`src/rtl/mbx_pkg.sv`:
```
// Shared constants for the host mailbox: geometry and status bit positions.
// Assumes a byte-wide host port and a status byte at a fixed offset.
package mbx_pkg;
    localparam int DATA_W     = 8;
    localparam int NUM_BYTES  = 4;
    localparam int ADDR_W     = 3;
    localparam int STATUS_OFS = 4;

    // Status bit positions (host-visible layout).
    localparam int ST_OBF   = 0;
    localparam int ST_IBF   = 1;
    localparam int ST_USER  = 2;
    localparam int ST_CMD   = 3;
    localparam int ST_BURST = 4;
    localparam int ST_EVT   = 5;

    // Firmware-owned flag set.
    typedef struct packed {
        logic evt;
        logic burst;
        logic user;
    } fw_flags_t;
endpackage

```
`src/rtl/mbx_in_buffer.sv`:
```
// Host-to-controller buffer with the command marker.
// Assumes at most one command write per cycle; data writes win over it.
module mbx_in_buffer #(
    parameter int NUM_BYTES = 4,
    parameter int DATA_W    = 8
) (
    input  logic                        clk,
    input  logic                        rst_n,
    input  logic                        cmd_we,
    input  logic [DATA_W-1:0]           cmd,
    input  logic [NUM_BYTES-1:0]        data_we,
    input  logic [NUM_BYTES*DATA_W-1:0] data,
    output logic [NUM_BYTES*DATA_W-1:0] buf_q,
    output logic                        cmd_flag
);
    localparam int BUF_W = NUM_BYTES * DATA_W;

    logic data_any;
    assign data_any = |data_we;

    generate
        for (genvar i = 0; i < NUM_BYTES; i++) begin : g_byte
            if (i == 0) begin : g_first
                // Byte 0 takes a data write first, else a command.
                always_ff @(posedge clk) begin
                    if (!rst_n)
                        buf_q[DATA_W-1:0] <= '0;
                    else if (data_we[0])
                        buf_q[DATA_W-1:0] <= data[DATA_W-1:0];
                    else if (cmd_we)
                        buf_q[DATA_W-1:0] <= cmd;
                end
            end else begin : g_rest
                // Higher bytes take data writes only.
                always_ff @(posedge clk) begin
                    if (!rst_n)
                        buf_q[i*DATA_W +: DATA_W] <= '0;
                    else if (data_we[i])
                        buf_q[i*DATA_W +: DATA_W] <= data[i*DATA_W +: DATA_W];
                end
            end
        end
    endgenerate

    // Command marker: set by a command, cleared by any data write.
    always_ff @(posedge clk) begin
        if (!rst_n)
            cmd_flag <= 1'b0;
        else if (data_any)
            cmd_flag <= 1'b0;
        else if (cmd_we)
            cmd_flag <= 1'b1;
    end

    logic [BUF_W-1:0] unused_width_probe;
    assign unused_width_probe = buf_q;
endmodule

```
`src/rtl/mbx_out_reg.sv`:
```
// Controller-to-host reply byte with the output-full bit.
// Assumes the host read strobe is already decoded to the data window.
module mbx_out_reg #(
    parameter int DATA_W = 8
) (
    input  logic              clk,
    input  logic              rst_n,
    input  logic              wr_en,
    input  logic [DATA_W-1:0] wr_data,
    input  logic              host_take,
    output logic [DATA_W-1:0] out_q,
    output logic              obf
);
    // Reply byte register, loaded by the controller.
    always_ff @(posedge clk) begin
        if (!rst_n)
            out_q <= '0;
        else if (wr_en)
            out_q <= wr_data;
    end

    // Output full: a controller write wins over a host read.
    always_ff @(posedge clk) begin
        if (!rst_n)
            obf <= 1'b0;
        else if (wr_en)
            obf <= 1'b1;
        else if (host_take)
            obf <= 1'b0;
    end
endmodule

```
`src/rtl/mbx_status.sv`:
```
// Input-full bit, firmware flags and status byte assembly.
// Assumes the command marker and output-full bit come from their owners.
module mbx_status
    import mbx_pkg::*;
#(
    parameter int DATA_W = 8
) (
    input  logic              clk,
    input  logic              rst_n,
    input  logic              host_wr,
    input  logic              ec_clear,
    input  logic              flag_we,
    input  fw_flags_t         flag_d,
    input  logic              cmd_flag,
    input  logic              obf,
    output logic [DATA_W-1:0] status
);
    logic      ibf;
    fw_flags_t flags_q;

    // Input full: a host write wins over a controller clear.
    always_ff @(posedge clk) begin
        if (!rst_n)
            ibf <= 1'b0;
        else if (host_wr)
            ibf <= 1'b1;
        else if (ec_clear)
            ibf <= 1'b0;
    end

    // Firmware flags, written from the controller side only.
    always_ff @(posedge clk) begin
        if (!rst_n)
            flags_q <= '0;
        else if (flag_we)
            flags_q <= flag_d;
    end

    // Place each bit at its host-visible position.
    always_comb begin
        status           = '0;
        status[ST_OBF]   = obf;
        status[ST_IBF]   = ibf;
        status[ST_USER]  = flags_q.user;
        status[ST_CMD]   = cmd_flag;
        status[ST_BURST] = flags_q.burst;
        status[ST_EVT]   = flags_q.evt;
    end
endmodule

```
`src/rtl/mbx_host_read.sv`:
```
// Host read decode: selects the reply byte or the status byte.
// Assumes combinational read data valid while the read strobe is high.
module mbx_host_read #(
    parameter int DATA_W     = 8,
    parameter int ADDR_W     = 3,
    parameter int NUM_BYTES  = 4,
    parameter int STATUS_OFS = 4
) (
    input  logic              rd_en,
    input  logic [ADDR_W-1:0] raddr,
    input  logic [DATA_W-1:0] reply,
    input  logic [DATA_W-1:0] status,
    output logic [DATA_W-1:0] rdata,
    output logic              take_reply
);
    logic in_window;
    logic at_status;

    assign in_window  = (int'(raddr) < NUM_BYTES);
    assign at_status  = (int'(raddr) == STATUS_OFS);
    assign take_reply = rd_en && in_window;

    // Read mux; offsets outside both regions read zero.
    always_comb begin
        if (in_window)
            rdata = reply;
        else if (at_status)
            rdata = status;
        else
            rdata = '0;
    end
endmodule

```
`src/rtl/ec_host_mailbox.sv`:
```
// Top of the host/controller mailbox. Ties together buffer, reply path,
// status and read decode. Assumes one shared clock for both sides.
module ec_host_mailbox
    import mbx_pkg::*;
#(
    parameter int NUM_BYTES = mbx_pkg::NUM_BYTES,
    parameter int DATA_W    = mbx_pkg::DATA_W,
    parameter int ADDR_W    = mbx_pkg::ADDR_W
) (
    input  logic                        clk,
    input  logic                        rst_n,
    input  logic                        host_cmd_we,
    input  logic [DATA_W-1:0]           host_cmd,
    input  logic [NUM_BYTES-1:0]        host_data_we,
    input  logic [NUM_BYTES*DATA_W-1:0] host_data,
    input  logic                        host_rd_en,
    input  logic [ADDR_W-1:0]           host_raddr,
    output logic [DATA_W-1:0]           host_rdata,
    output logic [NUM_BYTES*DATA_W-1:0] ec_buf,
    output logic [DATA_W-1:0]           ec_status,
    input  logic                        ec_buf_rd,
    input  logic                        ec_ack,
    input  logic                        ec_out_we,
    input  logic [DATA_W-1:0]           ec_out_data,
    input  logic                        ec_flag_we,
    input  logic [2:0]                  ec_flag_data
);
    logic              cmd_flag;
    logic              obf;
    logic              take_reply;
    logic [DATA_W-1:0] reply_q;
    logic              host_wr;
    fw_flags_t         flag_d;

    assign host_wr = host_cmd_we || (|host_data_we);
    assign flag_d  = fw_flags_t'(ec_flag_data);

    mbx_in_buffer #(.NUM_BYTES(NUM_BYTES), .DATA_W(DATA_W)) u_inbuf (
        .clk(clk), .rst_n(rst_n),
        .cmd_we(host_cmd_we), .cmd(host_cmd),
        .data_we(host_data_we), .data(host_data),
        .buf_q(ec_buf), .cmd_flag(cmd_flag)
    );

    mbx_out_reg #(.DATA_W(DATA_W)) u_outreg (
        .clk(clk), .rst_n(rst_n),
        .wr_en(ec_out_we), .wr_data(ec_out_data),
        .host_take(take_reply),
        .out_q(reply_q), .obf(obf)
    );

    mbx_status #(.DATA_W(DATA_W)) u_status (
        .clk(clk), .rst_n(rst_n),
        .host_wr(host_wr), .ec_clear(ec_buf_rd || ec_ack),
        .flag_we(ec_flag_we), .flag_d(flag_d),
        .cmd_flag(cmd_flag), .obf(obf),
        .status(ec_status)
    );

    mbx_host_read #(
        .DATA_W(DATA_W), .ADDR_W(ADDR_W),
        .NUM_BYTES(NUM_BYTES), .STATUS_OFS(STATUS_OFS)
    ) u_hread (
        .rd_en(host_rd_en), .raddr(host_raddr),
        .reply(reply_q), .status(ec_status),
        .rdata(host_rdata), .take_reply(take_reply)
    );
endmodule

```
`config.mk`:
```
export PLATFORM = sky130hd
export DESIGN_NAME = ec_host_mailbox
export DESIGN_NICKNAME = d
export VERILOG_FILES = /design/src/rtl/mbx_pkg.sv /design/src/rtl/mbx_in_buffer.sv /design/src/rtl/mbx_out_reg.sv /design/src/rtl/mbx_status.sv /design/src/rtl/mbx_host_read.sv /design/src/rtl/ec_host_mailbox.sv
export SDC_FILE = /design/constraint.sdc
export NUM_CORES = 1
export LEC_CHECK = 0
export ABC_AREA = 1
export CAP_MARGIN = 25
export CORE_MARGIN = 8
export CORE_UTILIZATION = 37
export CTS_CLUSTER_SIZE = 14
export DETAILED_ROUTE_END_ITERATION = 16
export PLACE_DENSITY = 0.79
export SLEW_MARGIN = 20
export SYNTH_ARGS = -nofsm -noshare
export SYNTH_HDL_FRONTEND = slang
export SYNTH_HIERARCHICAL = 1
export SYNTH_SLANG_ARGS = --single-unit
```
`constraint.sdc`:
```
create_clock -name clk -period 1.33 [get_ports clk]
set_clock_uncertainty 0.15 [all_clocks]
set_input_delay 0.399 -clock clk [delete_from_list [all_inputs] [get_ports clk]]
set_output_delay 0.399 -clock clk [all_outputs]
set_load 0.01 [all_outputs]
```
Yosys cells after proc, flatten, opt, wreduce, memory -nomap -nowiden. Index checks and enable logic that the tools add are counted. W data, S select, Z words.

Input port bits: 66. Output and inout bits: 48. Word-level logic and storage cells: 30. Register bits: 46.

Magnitude comparators: 1. Equal/unequal tests: 1. Bitwise logic cells: 1. Reductions and logical operators: 8. Mux-type cells: 8.

Operators with widths (number): $mux W8 (3); $mux W6 (1); $reduce_bool A2 Y1 (3); $reduce_or A5 Y1 (1); $mux W1 (4); $reduce_or A4 Y1 (1); $eq A3 B3 Y1 const B (1); $lt A3 B3 Y1 const B (1); $logic_or A1 B1 Y1 (2); $logic_and A1 B1 Y1 (1); $not A1 Y1 (1).

Depth between registers and ports, before layout. Gate-level depths: netlist (run 1).

Depth after elaboration: 4. Gate-level depth with buffers: 6. Gate-level depth less buffers: 5.

Hierarchy. Netlist (run 1), hierarchy kept.

By module, submodules not included: mbx_in_buffer (times used 1, sequential area each 660.6 um^2, area each 1276.2 um^2, cells an instance 166); mbx_out_reg (times used 1, sequential area each 180.2 um^2, area each 304.0 um^2, cells an instance 38); mbx_status (times used 1, sequential area each 80.1 um^2, area each 182.7 um^2, cells an instance 25); mbx_host_read (times used 1, sequential area each 0.0 um^2, area each 125.1 um^2, cells an instance 29); ec_host_mailbox (times used 1, sequential area each 0.0 um^2, area each 22.5 um^2, cells an instance 5).

Least setup slack after synthesis (run 1). Ideal clock, no wire load.

Path type: input to output. Start: in host_raddr[0]. End: out host_rdata[0]. Required time: 781 ps. Data arrival time: 799 ps. Path slack: -18 ps. Buffers on the path: 0. Cell stages on the path: 3. Path through: nor2_2 nand3_1 nand2_1.

Word-level cells in the longest chain between the ends: 3. Elaborated cells between the ends (all ways): 4. Those cells by class: order compare (1); eq/ne (1); mux (2).

RTL lines: from (decl) (RTL line ec_host_mailbox.sv:17) `input logic [ADDR_W-1:0] host_raddr,`; branches (longest 2 deep; another with $lt A3 B3 Y1); $mux W8 * (RTL line mbx_host_read.sv:25) `if (in_window)`; to (decl) (RTL line ec_host_mailbox.sv:18) `output logic [DATA_W-1:0] host_rdata,`.

Every way passes the cells marked *.

Worst setup path after layout (run 1).
Start: in host_raddr[0]. End: out host_rdata[3].

Same word-level chain as after synthesis.

==> out/metrics.cfg, run 1 <==
[status]
outcome=complete, but fails checks
violations=negative setup slack

[global_routing]
grt_overflow=0
grt_pass1_vias=2071
antenna_found_initial=0
grt_pass1_wl_um=9860
grt_max_degree=18
groute.usage.overall_pct=16.04

[clock_tree]
clkTransAtPathRegs_ns=0.08
cts_tree=done
clkSinkCount=46
numCtsBuffers=5
ctsLongestPathBuffers=2
clk_latency_ns=0.29
root_buffer=clkbuf_8
cts.htree.levels=2

[hold_path]
min_path_cells=2
hp-class=reg2reg
whs_endpoint=u_inbuf/buf_q[28]
hp-start=u_inbuf/buf_q[28]

[synthesis]
ys_seq_area_share_pct=48.20
synth_top_area_cell=dfxtp_1
ys.warnings.count=6
synthesis.instances=263
synthDominantCellAreaShare_pct=48.20
synth_compound_area_share_pct=10.54
synthAdderAreaFrac_pct=0
synth_area_leaders=dfxtp_1 48%, nor2_1 15%, nand2_1 8.3%
synthSimpleGateAreaFrac_pct=31.30
syn-cell-area_um2=1911
synthMuxAreaShare_pct=0
yosys.area_share.xor_xnor_pct=0
synth_top_family_by_area=simple AND/OR/NAND/NOR gates
postSynthRegisterBits=46
syn_area_per_cell_um2=7.265
synth_cell_type_count=18

[finish]
antenna_cells=0
ff_latch_area_um2=973.4
drive_gt1_share_pct=35.01
multi_input_area_um2=847.1
postLayoutCellArea_um2=3468
fill_cells=413
finalNonFillerCells=467
flow.area_growth_from_synthesis_pct=81.53
finalNetCount=462
layout.cells.most_common=nor2_1
final_util_pct=68.78
layout_common_cells=74 x nor2_1, 60 x clkdlybuf4s50_1, 45 x buf_6

[pwr]
p_leak_uw=0.001660
peakVddDrop_mv=0.4919
power.total_uw=3316
powerDensity_nw_per_um2=956.2

[route]
drc_errors=0
vias_per_cell=4.559
wl_per_cell_um=13.35
ant_nets=0
firstDrtPassIters=4
wl_um=6234
first_iter_violations=42
vias=2129

[worst_setup_path]
start_kind=primary input
crit_arrival_ns=1.07
crit_fanout=3
r2r_start=u_inbuf/cmd_flag
r2r_end=u_inbuf/cmd_flag
ff2ff_setup_slack_ns=0.40
required_ns=0.78
endpoint_kind=output pin
r2r_cells=3
path_class=in2out

[floorplanning]
io_pins=114
coreArea_um2=5042
rows=26
die_h_um=87.86
die_x_um=87.86
die_area_um2=7719
start_util_pct=37.89

[placed_design]
dp.cells=453
port_buffers=111
dpl-instance-area_um2=3187
post-place-ws_ns=-1.007
dp.final_hpwl_um=4733
place_congestion=0.7560

[job]
maxCapViolations=0

[sta]
finalCritPeriodShare_pct=121.9
fmax_mhz=617.0
rsz0062_at_grt=true
finalHoldViolations=0
fin_ws_ns=-0.2907
setup_viol=10
post-route-min-period_ns=1.621
slew_violations=0

-- where the power goes --
part	leakage [uW]	internal, uW	switching [uW]
combinational	0.00121	453	308
sequential	0.000394	1480	64.6
clock	0.0000579	553	455
total	0.00166	2490	827
-- how the worst max path moves through the flow --
stage	start	to	slack, ns	depth (start not counted)
final	host_raddr[0]	host_rdata[3]	-0.29	7
after global routing	host_raddr[0]	host_rdata[3]	-0.33	7
after CTS	host_raddr[1]	host_rdata[2]	-0.31	7
after detailed placement	host_raddr[0]	host_rdata[2]	-1.01	5
after global placement	host_raddr[0]	host_rdata[2]	-0.96	5
after floorplan	host_raddr[2]	host_rdata[0]	0.02	4
-- per-layer routing --
layer / up-vias / track usage [%] / part of all wire, % / wire, um
met4: 0 / 3.594 / 0.43 / 27
met5: - / 0 / 0 / 0
met1: 958 / 18.54 / 41 / 2534
met2: 71 / 26.33 / 49 / 3058
li1: 1096 / - / - / -
met3: 4 / 7.317 / 9.8 / 613
-- cell usage after synthesis --
master / count
or2_1: 1
nand2_1: 42
o21ai_1: 22
buf_4: 6
inv_2: 5
nand3_1: 26
conb_1: 1
dfxtp_1: 46
nor2_8: 1
nor2_2: 1
a21oi_2: 1
o211ai_2: 1
o21ai_0: 13
buf_6: 5
a21oi_1: 1
inv_4: 1
nor2_1: 74
inv_1: 16
-- worst max-delay path, cell delays in order --
cell and delay [ns]:
buf_6 0.09, nor2_4 0.14, buf_6 0.12, buf_6 0.10, nand3_2 0.06, nand2_2 0.07, buf_6 0.10
-- registers in the layout, summed over array words and instances, names as in the netlist --
register and cells:
u_inbuf/cmd_flag 1, u_outreg/out_q 8, u_status/ibf 1, u_inbuf/buf_q 32, u_outreg/obf 1, u_status/status 3
-- cells by family after synthesis --
| family | count (synthesis) |
|---|---|
| flops | 46 |
| buf+inv | 33 |
| compound gates | 38 |
| other cells | 1 |
| simple gates | 145 |
-- timing repair --
| action | in CTS | in global routing |
|---|---|---|
| cloned | 0 | 0 |
| pin swaps | 8 | 5 |
| endpoints found under the setup margin | 48 | 52 |
| resized for setup | 246 | 51 |
| setup buffers | 5 | 1 |
| hold endpoints to repair | 0 | 0 |
| hold buffers | 0 | 0 |
-- layout make-up --
class	count	area share [%]
inverter	22	2.670
tap	70	2.525
clock inverter	3	1.154
multi-input combinational	185	24.42
timing repair buffer	136	39.18
clock buffer	5	1.984
sequential	46	28.07
-- through the flow --
step	TNS (ns)	hold WS, ns
floorplan	0	0.2839
global placement	-20.14	0.3130
detailed placement	-20.94	0.3237
CTS	-1.930	0.3320
global route	-2.421	0.3605
finish	-1.891	0.3296
No activity file was read; power rests on OpenSTA's default activity.
==> run 2: changes to the inputs <==
Settings changed: CORE_UTILIZATION 37 to 40, PLACE_DENSITY 0.79 to default, PLACE_DENSITY_LB_ADDON from default to 0.3.
Clock period 1.33 ns to 2 ns, I/O delays scaled along.
==> run 2 against run 1 <==
Compared with the run above: setup slack better by 0.33 ns; the flow now finishes without violations; combinational power down 39%; final cell count down 6.0%.
==> out/metrics.cfg, run 2 (same netlist as run 1, synthesis figures left out) <==
[status]
outcome=finished clean

[worst_setup_path]
path_class=in2out
crit_chain=buf_2, nor2_4, buf_6, nand3_1, nand2_1, buf_2
cp_top_family=buffers and inverters
crit_arrival_ns=1.21  ; +0.14 ns
endpoint_kind=output pin
cp_common_cell=buf_2
start_kind=primary input
ff2ff_setup_slack_ns=1.19  ; +0.79 ns
cp_slowest_cell=buf_2
r2r_cells=2  ; -1
required_ns=1.25  ; +0.47 ns
r2r_end=u_status/status[2]
critPathBufInv=3  ; -1
crit_fanout=4  ; +1
max_stage_delay_ns=0.13  ; about the same
r2r_start=u_status/status[2]

[clock_tree]
cts_tree=done
clk_latency_ns=0.29  ; about the same
numCtsBuffers=5  ; unchanged
ctsLongestPathBuffers=2  ; unchanged
root_buffer=clkbuf_8
cts_hold_buf=0  ; unchanged
clkTransAtPathRegs_ns=0.08  ; about the same
clkSinkCount=46  ; unchanged
cts.htree.levels=2  ; unchanged

[floorplanning]
io_pins=114  ; unchanged
die_area_um2=7244  ; -6.2%
die_x_um=85.11  ; -3.1%
start_util_pct=40.99  ; +3.1 points
coreArea_um2=4661  ; -7.6%
rows=25  ; -3.8%
die_h_um=85.11  ; -3.1%

[global_routing]
grt_max_degree=28  ; +10
groute.usage.overall_pct=17.35  ; +1.3 points
grt_overflow=0  ; unchanged
grt_pass1_wl_um=10250  ; +3.9%
antenna_found_initial=0  ; unchanged
grt_pass1_vias=2198  ; +6.1%

[pwr]
powerDensity_nw_per_um2=641.6  ; -33%
p_leak_uw=0.001558  ; -6.1%
peakVddDrop_mv=0.4241  ; -14%

[sta]
fmax_mhz=510.2
finalHoldViolations=0  ; unchanged
finalCritPeriodShare_pct=98.00
setup_viol=0  ; -10
tns_ns=0  ; +1.891 ns
rsz0062_at_grt=false
slew_violations=0  ; unchanged
post-route-min-period_ns=1.960

[placed_design]
dp.cells=427  ; -5.7%
dpl-instance-area_um2=3084  ; -3.2%
port_buffers=111  ; unchanged
place_congestion=0.8212  ; +8.6%
dp.final_hpwl_um=4742  ; +0.19%

[job]
maxCapViolations=0  ; unchanged

[finish]
drive_gt1_share_pct=10.65  ; -24 points
layout_common_cells=92 x clkdlybuf4s50_1, 74 x nor2_1, 46 x dfxtp_1
flow.area_growth_from_synthesis_pct=67.12
finalNetCount=450  ; -2.6%
largest_reg_flops=32  ; unchanged
layout.cells.most_common=clkdlybuf4s50_1
top_register=u_inbuf/buf_q
postLayoutCellArea_um2=3193  ; -7.9%
antenna_cells=0  ; unchanged
finalNonFillerCells=439  ; -6.0%

[hold_path]
hp-class=reg2reg
min_path_cells=2  ; unchanged
hp-start=u_inbuf/buf_q[20]
whs_endpoint=u_inbuf/buf_q[20]

[route]
firstDrtPassIters=4  ; unchanged
drc_errors=0  ; unchanged
vias_per_cell=4.745  ; +4.1%
vias=2083  ; -2.2%
first_iter_violations=70  ; +67%
wl_per_cell_um=13.97  ; +4.7%
wl_um=6133  ; -1.6%
ant_nets=0  ; unchanged

run 2: cell types whose count changed in the layout (fill, tap and decap cells not counted), moves of 2 or more:
cell / before / now
nand2_1: 35 / 42
clkdlybuf4s50_1: 60 / 92
nand2_2: 7 / 0
dfxtp_2: 36 / 0
buf_6: 45 / 3
dfxtp_4: 2 / 0
dlymetal6s2s_1: 1 / 7
dfxtp_1: 8 / 46
buf_4: 18 / 8
run 2: final cells by class:
cell class                 instances  area [um^2]
sequential                        46        920.9
timing repair buffer             124         1211
clock inverter                     1        5.005
tap                               54        67.56
multi-input combinational        185        817.0
fill                             402         1468
clock buffer                       7        86.33
inverter                          22        85.08
run 2: timing repair:
action / CTS / global route
setup endpoints to repair: 9 / 15
cloned: 0 / 0
resized for setup: 42 / 12
buffers inserted: 4 / 0
endpoints found under the hold margin: 0 / 0
pin swaps: 3 / 3
run 2: per-stage QoR:
step / hold WS [ns] / utilization, % / total power, uW / worst slack (ns)
finish: 0.3389 / 68.51 / 2049 / 0.03996
floorplan: 0.2839 / - / 1203 / 0.2501
CTS: 0.3443 / 68.24 / 2075 / 0.0002196
global route: 0.3681 / 68.51 / 2161 / 0.0005387
global placement: 0.3126 / 66.17 / 1492 / -0.7486
detailed placement: 0.3284 / 66.17 / 1503 / -0.8126
run 2: report_power, final:
part           internal [uW]  switching, uW
combinational            270            195
clock                    279            294
sequential               978           33.3
run 2: per-layer routing:
metal / vias up / wire (um) / GRT usage (%)
li1: 1068 / - / -
met1: 928 / 2589 / 18.16
met2: 76 / 2785 / 28.84
met3: 11 / 647 / 9.363
met4: 0 / 110 / 5.987
met5: - / 0 / 0
run 2: worst max path at each step:
stage	cells after the start	slack (ns)	start	endpoint
global route	6	0.0005	host_raddr[0]	host_rdata[5]
global placement	5	-0.75	host_raddr[0]	host_rdata[2]
detailed placement	5	-0.81	host_raddr[0]	host_rdata[1]
CTS	6	0.0002	host_raddr[2]	host_rdata[1]
floorplan	3	0.25	host_raddr[0]	host_rdata[0]
finish	6	0.04	host_raddr[0]	host_rdata[5]
run 2: worst register-to-register path, stage by stage (launching register included):
cell	delay [ns]
dfxtp_1	0.33
o21ai_0	0.17
nor2_1	0.06
